**src/rtl/pwrseq_pkg.sv**
```systemverilog
package pwrseq_pkg;

    typedef enum logic [1:0] {
        PS_INHIBIT = 2'd0,
        PS_STARTUP = 2'd1,
        PS_NORMAL  = 2'd2
    } pwr_state_e;

    typedef struct packed {
        logic above_wi;
        logic above_min;
    } sup_flags_t;

    function automatic longint startup_cycles(input longint clk_hz, input longint hold_us);
        return (clk_hz / 64'd1_000_000) * hold_us;
    endfunction

endpackage

```
**src/rtl/pwrseq_sync.sv**
```systemverilog
module pwrseq_sync #(
    parameter int W      = 2,
    parameter int STAGES = 2
) (
    input  logic         clk,
    input  logic         rst,
    input  logic [W-1:0] d_i,
    output logic [W-1:0] q_o
);
    logic [W-1:0] pipe [STAGES];

    generate
        for (genvar s = 0; s < STAGES; s++) begin : g_stage
            if (s == 0) begin : g_first
                always_ff @(posedge clk) begin
                    if (rst) pipe[0] <= '0;
                    else     pipe[0] <= d_i;
                end
            end else begin : g_next
                always_ff @(posedge clk) begin
                    if (rst) pipe[s] <= '0;
                    else     pipe[s] <= pipe[s-1];
                end
            end
        end
    endgenerate

    assign q_o = pipe[STAGES-1];
endmodule

```
**src/rtl/pwrseq_fsm.sv**
```systemverilog
module pwrseq_fsm
    import pwrseq_pkg::*;
#(
    parameter longint CLK_HZ     = 50_000_000,
    parameter longint STARTUP_US = 2000
) (
    input  logic       clk,
    input  logic       rst,
    input  sup_flags_t flags_i,
    output logic       ready_o
);
    localparam longint CYCLES = startup_cycles(CLK_HZ, STARTUP_US);
    localparam int     CNT_W  = $clog2(CYCLES);
    localparam logic [CNT_W-1:0] LAST = CNT_W'(CYCLES - 1);

    pwr_state_e       state, nxt;
    logic [CNT_W-1:0] cnt;

    always_comb begin
        nxt = state;
        case (state)
            PS_INHIBIT: if (flags_i.above_wi && flags_i.above_min) nxt = PS_STARTUP;
            PS_STARTUP: begin
                if (!flags_i.above_wi || !flags_i.above_min) nxt = PS_INHIBIT;
                else if (cnt == LAST)                        nxt = PS_NORMAL;
            end
            PS_NORMAL:  if (!flags_i.above_wi) nxt = PS_INHIBIT;
            default:    nxt = PS_INHIBIT;
        endcase
    end

    always_ff @(posedge clk) begin
        if (rst) begin
            state <= PS_INHIBIT;
            cnt   <= '0;
        end else begin
            state <= nxt;
            if (state == PS_STARTUP && nxt == PS_STARTUP)
                cnt <= (cnt == LAST) ? cnt : cnt + 1'b1;
            else
                cnt <= '0;
        end
    end

    assign ready_o = (state == PS_NORMAL);

    assert_cnt_bound_R3: assert property (@(posedge clk) disable iff (rst)
        cnt <= LAST);
    assert_normal_entry_R3: assert property (@(posedge clk) disable iff (rst)
        (state == PS_NORMAL && $past(state) != PS_NORMAL) |-> $past(state) == PS_STARTUP);
    assert_brownout_R6: assert property (@(posedge clk) disable iff (rst)
        !flags_i.above_wi |=> state == PS_INHIBIT);
    assert_abort_R7: assert property (@(posedge clk) disable iff (rst)
        (state == PS_STARTUP && !flags_i.above_min) |=> (state == PS_INHIBIT && cnt == '0));
    assert_hold_min_R8: assert property (@(posedge clk) disable iff (rst)
        (state == PS_NORMAL && flags_i.above_wi) |=> state == PS_NORMAL);
endmodule

```
**src/rtl/pwrseq_gate.sv**
```systemverilog
module pwrseq_gate (
    input  logic clk,
    input  logic rst,
    input  logic ready_i,
    input  logic usr_req,
    input  logic usr_ce_n,
    input  logic usr_we_n,
    output logic mem_ce_n,
    output logic mem_we_n,
    output logic req_refused
);
    assign mem_ce_n = ready_i ? usr_ce_n : 1'b1;
    assign mem_we_n = ready_i ? usr_we_n : 1'b1;

    always_ff @(posedge clk) begin
        if (rst) req_refused <= 1'b0;
        else     req_refused <= usr_req && !ready_i;
    end

    assert_refuse_R9: assert property (@(posedge clk) disable iff (rst)
        (usr_req && !ready_i) |=> req_refused);
    assert_no_refuse_R9: assert property (@(posedge clk) disable iff (rst)
        (!usr_req || ready_i) |=> !req_refused);
    assert_strobes_idle_R4: assert property (@(posedge clk) disable iff (rst)
        !ready_i |-> (mem_ce_n && mem_we_n));
endmodule

```
**src/rtl/pwrseq_guard.sv**
```systemverilog
module pwrseq_guard
    import pwrseq_pkg::*;
#(
    parameter longint CLK_HZ     = 50_000_000,
    parameter longint STARTUP_US = 2000
) (
    input  logic clk,
    input  logic rst,
    input  logic sup_above_wi,
    input  logic sup_above_min,
    input  logic usr_req,
    input  logic usr_ce_n,
    input  logic usr_we_n,
    output logic mem_ce_n,
    output logic mem_we_n,
    output logic ready,
    output logic req_refused
);
    sup_flags_t raw, synced;

    assign raw.above_wi  = sup_above_wi;
    assign raw.above_min = sup_above_min;

    pwrseq_sync #(.W(2), .STAGES(2)) u_sync (
        .clk (clk),
        .rst (rst),
        .d_i (raw),
        .q_o (synced)
    );

    pwrseq_fsm #(.CLK_HZ(CLK_HZ), .STARTUP_US(STARTUP_US)) u_fsm (
        .clk     (clk),
        .rst     (rst),
        .flags_i (synced),
        .ready_o (ready)
    );

    pwrseq_gate u_gate (
        .clk         (clk),
        .rst         (rst),
        .ready_i     (ready),
        .usr_req     (usr_req),
        .usr_ce_n    (usr_ce_n),
        .usr_we_n    (usr_we_n),
        .mem_ce_n    (mem_ce_n),
        .mem_we_n    (mem_we_n),
        .req_refused (req_refused)
    );
endmodule

```
**config.mk**
```make
export PLATFORM = sky130hd
export DESIGN_NAME = pwrseq_guard
export DESIGN_NICKNAME = d
export VERILOG_FILES = /design/src/rtl/pwrseq_pkg.sv /design/src/rtl/pwrseq_sync.sv /design/src/rtl/pwrseq_fsm.sv /design/src/rtl/pwrseq_gate.sv /design/src/rtl/pwrseq_guard.sv
export SDC_FILE = /design/constraint.sdc
export NUM_CORES = 1
export LEC_CHECK = 0
export BUFFER_PORTS_ARGS = -buffer_cell sky130_fd_sc_hd__buf_2
export CAP_MARGIN = 20
export CORE_UTILIZATION = 35
export DETAILED_ROUTE_END_ITERATION = 10
export GPL_TIMING_DRIVEN = 0
export PLACE_DENSITY = 0.51
export SYNTH_ARGS = -nofsm -noshare
export SYNTH_HDL_FRONTEND = slang
export SYNTH_SLANG_ARGS = --single-unit
```
**constraint.sdc**
```tcl
create_clock -name clk -period 2.3 [get_ports clk]
set_clock_uncertainty 0.2 [all_clocks]
set_input_delay 0.46 -clock clk [delete_from_list [all_inputs] [get_ports clk]]
set_output_delay 0.46 -clock clk [all_outputs]
set_load 0.01 [all_outputs]
```
==> flow_results.xml <==
<?xml version="1.0" encoding="UTF-8"?>
<metrics>
  <group name="run_status">
    <metric name="outcome" unit="">complete, no violations</metric>
  </group>
  <group name="finish">
    <metric name="finish.net_count" unit="">129</metric>
    <metric name="diodes" unit="">0</metric>
    <metric name="fraction_of_final_layout_cells_sized_beyond_drive_strength_1" unit="">0.200</metric>
    <metric name="area_growth" unit="%">13.7</metric>
  </group>
  <group name="clock_network">
    <metric name="cts_tree" unit="">done</metric>
    <metric name="cts_post_setup_buffers_inserted" unit="">0</metric>
    <metric name="worst_setup_hold_path_clk_slew" unit="ns">0.13</metric>
    <metric name="cts_max_path_buffers" unit="">2</metric>
    <metric name="cts_hold_buf" unit="">0</metric>
    <metric name="post_cts_resized" unit="">0</metric>
    <metric name="ctsHtreeMaxLevel" unit="">1</metric>
    <metric name="cts_buffers" unit="">3</metric>
    <metric name="clkLatencyLatePin" unit="ns">0.31</metric>
    <metric name="clock-sinks" unit="">24</metric>
    <metric name="cts_root_buffer" unit="">clkbuf_4</metric>
  </group>
  <group name="global_routing">
    <metric name="grt_pass1_wl" unit="um">3070</metric>
    <metric name="grt_start_max_net_pins" unit="">15</metric>
    <metric name="overflow" unit="">0</metric>
    <metric name="antenna_found_initial" unit="">0</metric>
    <metric name="groute.usage.overall" unit="">0.125</metric>
    <metric name="first_global_vias" unit="">712</metric>
  </group>
  <group name="detailed_routing">
    <metric name="routed_wl" unit="um">1740</metric>
    <metric name="via_per_inst" unit="">4.97</metric>
    <metric name="detail-route-antenna-nets" unit="">0</metric>
    <metric name="firstDrtPassIters" unit="">4</metric>
    <metric name="met2WireLength" unit="um">783</metric>
    <metric name="initialDrtViolationCount" unit="">18</metric>
    <metric name="highest_layer" unit="">met4</metric>
    <metric name="detail_route.drc_violations" unit="">0</metric>
    <metric name="met3WireLength" unit="um">44</metric>
    <metric name="vias" unit="">750</metric>
    <metric name="wire_per_inst" unit="um">11.5</metric>
    <metric name="wl_met1" unit="um">889</metric>
  </group>
  <group name="setup_path">
    <metric name="number_of_cells_traversed_by_the_worst_register_to_register_path" unit="">7</metric>
    <metric name="arrival" unit="ns">1.17</metric>
    <metric name="cpMaxStageDelayCell" unit="">dfxtp_1</metric>
    <metric name="worst_r2r_src" unit="">u_fsm.cnt[0]</metric>
    <metric name="worst-setup-path-type" unit="">register to output port</metric>
    <metric name="cp.required" unit="ns">1.64</metric>
    <metric name="slowest_delay" unit="ns">0.34</metric>
    <metric name="reg2reg_to" unit="">u_fsm.cnt[8]</metric>
    <metric name="crit_fanout" unit="">5</metric>
    <metric name="regToRegSetupSlack" unit="ns">0.51</metric>
    <metric name="cp-start-kind" unit="">register</metric>
    <metric name="worstPathCellList" unit="">nor2b_1 &gt; nand2b_1 &gt; buf_2</metric>
    <metric name="end_kind" unit="">output port</metric>
  </group>
  <group name="sta">
    <metric name="fin_ws" unit="ns">0.470</metric>
    <metric name="clock.fmax" unit="MHz">547</metric>
    <metric name="layout_worst_path_cycle_share" unit="">0.795</metric>
    <metric name="final.min_clock_period" unit="ns">1.83</metric>
    <metric name="max_slew.worst_pin.slew" unit="ns">0.303</metric>
    <metric name="finalHoldViolations" unit="">0</metric>
    <metric name="timing_max_transition_violations_final" unit="">0</metric>
    <metric name="grt_setup_unrepaired" unit="">false</metric>
    <metric name="worst_max_slew_margin_expressed_relative_to_the_limit" unit="">0.796</metric>
    <metric name="fin_tns_setup" unit="ns">0</metric>
    <metric name="setup_viol" unit="">0</metric>
  </group>
  <group name="synth">
    <metric name="synth_top_cells_by_count" unit="">24 x dfxtp_1, 18 x nor2_1, 7 x nand4_1, 7 x xnor2_1, 7 x xor2_1</metric>
    <metric name="synth_area_leaders" unit="">dfxtp_1 47%, nor2_1 6.6%, xnor2_1 5.9%, xor2_1 5.9%, nand4_1 4.2%</metric>
    <metric name="postSynthAreaPerCell" unit="um^2">9.73</metric>
    <metric name="synthDistinctLibCells" unit="">29</metric>
    <metric name="number_of_instances_in_the_synthesized_netlist" unit="">106</metric>
    <metric name="yosys_most_used_dff" unit="">dfxtp_1</metric>
    <metric name="cell_with_the_most_instances_after_synthesis" unit="">dfxtp_1</metric>
    <metric name="post_syn_nets" unit="">114</metric>
    <metric name="yosys_register_bits" unit="">24</metric>
    <metric name="synth_top_area_cell" unit="">dfxtp_1</metric>
    <metric name="number_of_enable_type_register_cells_in_the_synthesized_netlist" unit="">0</metric>
    <metric name="yosys_warnings" unit="">0</metric>
    <metric name="yosysSeqAreaShare" unit="">0.466</metric>
    <metric name="post-synth-top-area-fraction" unit="">0.466</metric>
    <metric name="proportion_of_synthesized_flip_flops_having_asynchronous_set_or_reset" unit="">0</metric>
    <metric name="netlist_area" unit="um^2">1030</metric>
  </group>
  <group name="job">
    <metric name="cap_violations" unit="">0</metric>
  </group>
  <group name="floorplanning">
    <metric name="core_area" unit="um^2">2780</metric>
    <metric name="top_level_ports" unit="">11</metric>
    <metric name="die-width" unit="um">56.3</metric>
    <metric name="rows" unit="">19</metric>
    <metric name="dieHeight" unit="um">56.3</metric>
    <metric name="die_area" unit="um^2">3170</metric>
    <metric name="initial_core_util" unit="">0.371</metric>
  </group>
  <group name="place">
    <metric name="dp_slack" unit="ns">0.467</metric>
    <metric name="io_buffers" unit="">10</metric>
    <metric name="place_hpwl" unit="um">1280</metric>
    <metric name="gp_routability_congestion" unit="">0.749</metric>
  </group>
  <group name="pwr">
    <metric name="power_per_cell_area" unit="nW/um^2">622</metric>
    <metric name="leakage" unit="uW">0.000373</metric>
    <metric name="irDropWorstVdd" unit="uV">370</metric>
    <metric name="p_total" unit="uW">729</metric>
  </group>
  <group name="hold_path">
    <metric name="hold-path-cell-count" unit="">2</metric>
    <metric name="worst_hold_path_type" unit="">primary input to register</metric>
    <metric name="worst_min_delay_path_endpoint" unit="">u_sync.pipe[0][1]</metric>
    <metric name="min_from" unit="">sup_above_wi</metric>
  </group>
</metrics>
-- kinds of logic (layout without fill, tap and decap cells) --
family / after synthesis / count (layout) / share of synthesized area
AND/OR/NAND/NOR: 59 / 59 / 0.334
flip-flops: 24 / 24 / 0.466
XOR/XNOR: 14 / 14 / 0.119
AO/OA/AOI/OAI: 5 / 5 / 0.0473
buffers and inverters: 3 / 17 / 0.0218
adder cells (fa/ha/maj): 1 / 1 / 0.0121
-- placed cells by master (no fill, tap or decap), drive strengths merged --
cell    count
nor3b       1
a21oi       1
nand2b      2
clkbuf      3
and4        3
and4bb      1
and3        1
inv         1
xnor2       7
nand3b      1
xor2        7
nor2b       5
a21boi      1
nor4        4
nand3       6
o21ba       1
dfxtp      24
nor4b       1
nor2       18
bufinv      1
ha          1
buf        12
o31ai       1
o21bai      1
nand4       7
nand2       6
nor3        3
-- cell type report --
type / instances / area [um^2]
fill: 278 / 1610
multi-input combinational: 79 / 528
sequential: 24 / 480
timing repair buffer: 10 / 50.0
tap: 31 / 38.8
clock inverter: 1 / 30.0
clock buffer: 3 / 22.5
buffer: 2 / 18.8
inverter: 1 / 3.75
-- how the worst max path moves through the flow --
stage / start / endpoint / slack, ns / depth (start not counted)
after detailed placement: rst / u_fsm.cnt[8] / 0.47 / 6
after CTS: u_fsm.state[1] / mem_we_n / 0.44 / 3
after global routing: u_fsm.state[1] / mem_we_n / 0.33 / 3
after global placement: rst / u_fsm.cnt[3] / 0.49 / 6
final: u_fsm.state[1] / mem_we_n / 0.47 / 3
after floorplan: u_fsm.cnt[0] / u_fsm.cnt[13] / 0.67 / 7
-- stage by stage --
step / std cells / instance area, um^2 / hold WS, ns / utilization
floorplan: 106 / 1030 / 0.214 / -
global placement: 147 / 1120 / 0.220 / 0.403
detailed placement: 147 / 1120 / 0.230 / 0.403
CTS: 151 / 1170 / 0.138 / 0.422
global route: 151 / 1170 / 0.150 / 0.422
finish: 151 / 1170 / 0.148 / 0.422
-- registers in the layout (all words and copies together), names as in the netlist --
register / cells
u_fsm.state: 2
u_sync.pipe: 4
u_gate.req_refused: 1
u_fsm.cnt: 17
-- worst max-delay path, delay by kind of cell, from the launching register on --
| kind | cells | cell delay (ns) |
|---|---|---|
| flip-flops | 1 | 0.34 |
| AND/OR/NAND/NOR | 2 | 0.38 |
| buffers and inverters | 1 | 0.14 |
-- power breakdown --
group | switching (uW) | leakage (uW) | internal [uW]
Clock | 121 | 0.0000279 | 176
Sequential | 0.912 | 0.000194 | 420
Combinational | 3.70 | 0.000151 | 7.31
Total | 126 | 0.000373 | 603
-- routing by layer --
metal | vias to the layer above | global-route usage
met2 | 8 | 0.197
met4 | 0 | 0.0627
met1 | 344 | 0.160
li1 | 396 | -
met5 | - | 0
met3 | 2 | 0.0276
Power figures use the tool's default switching activity.
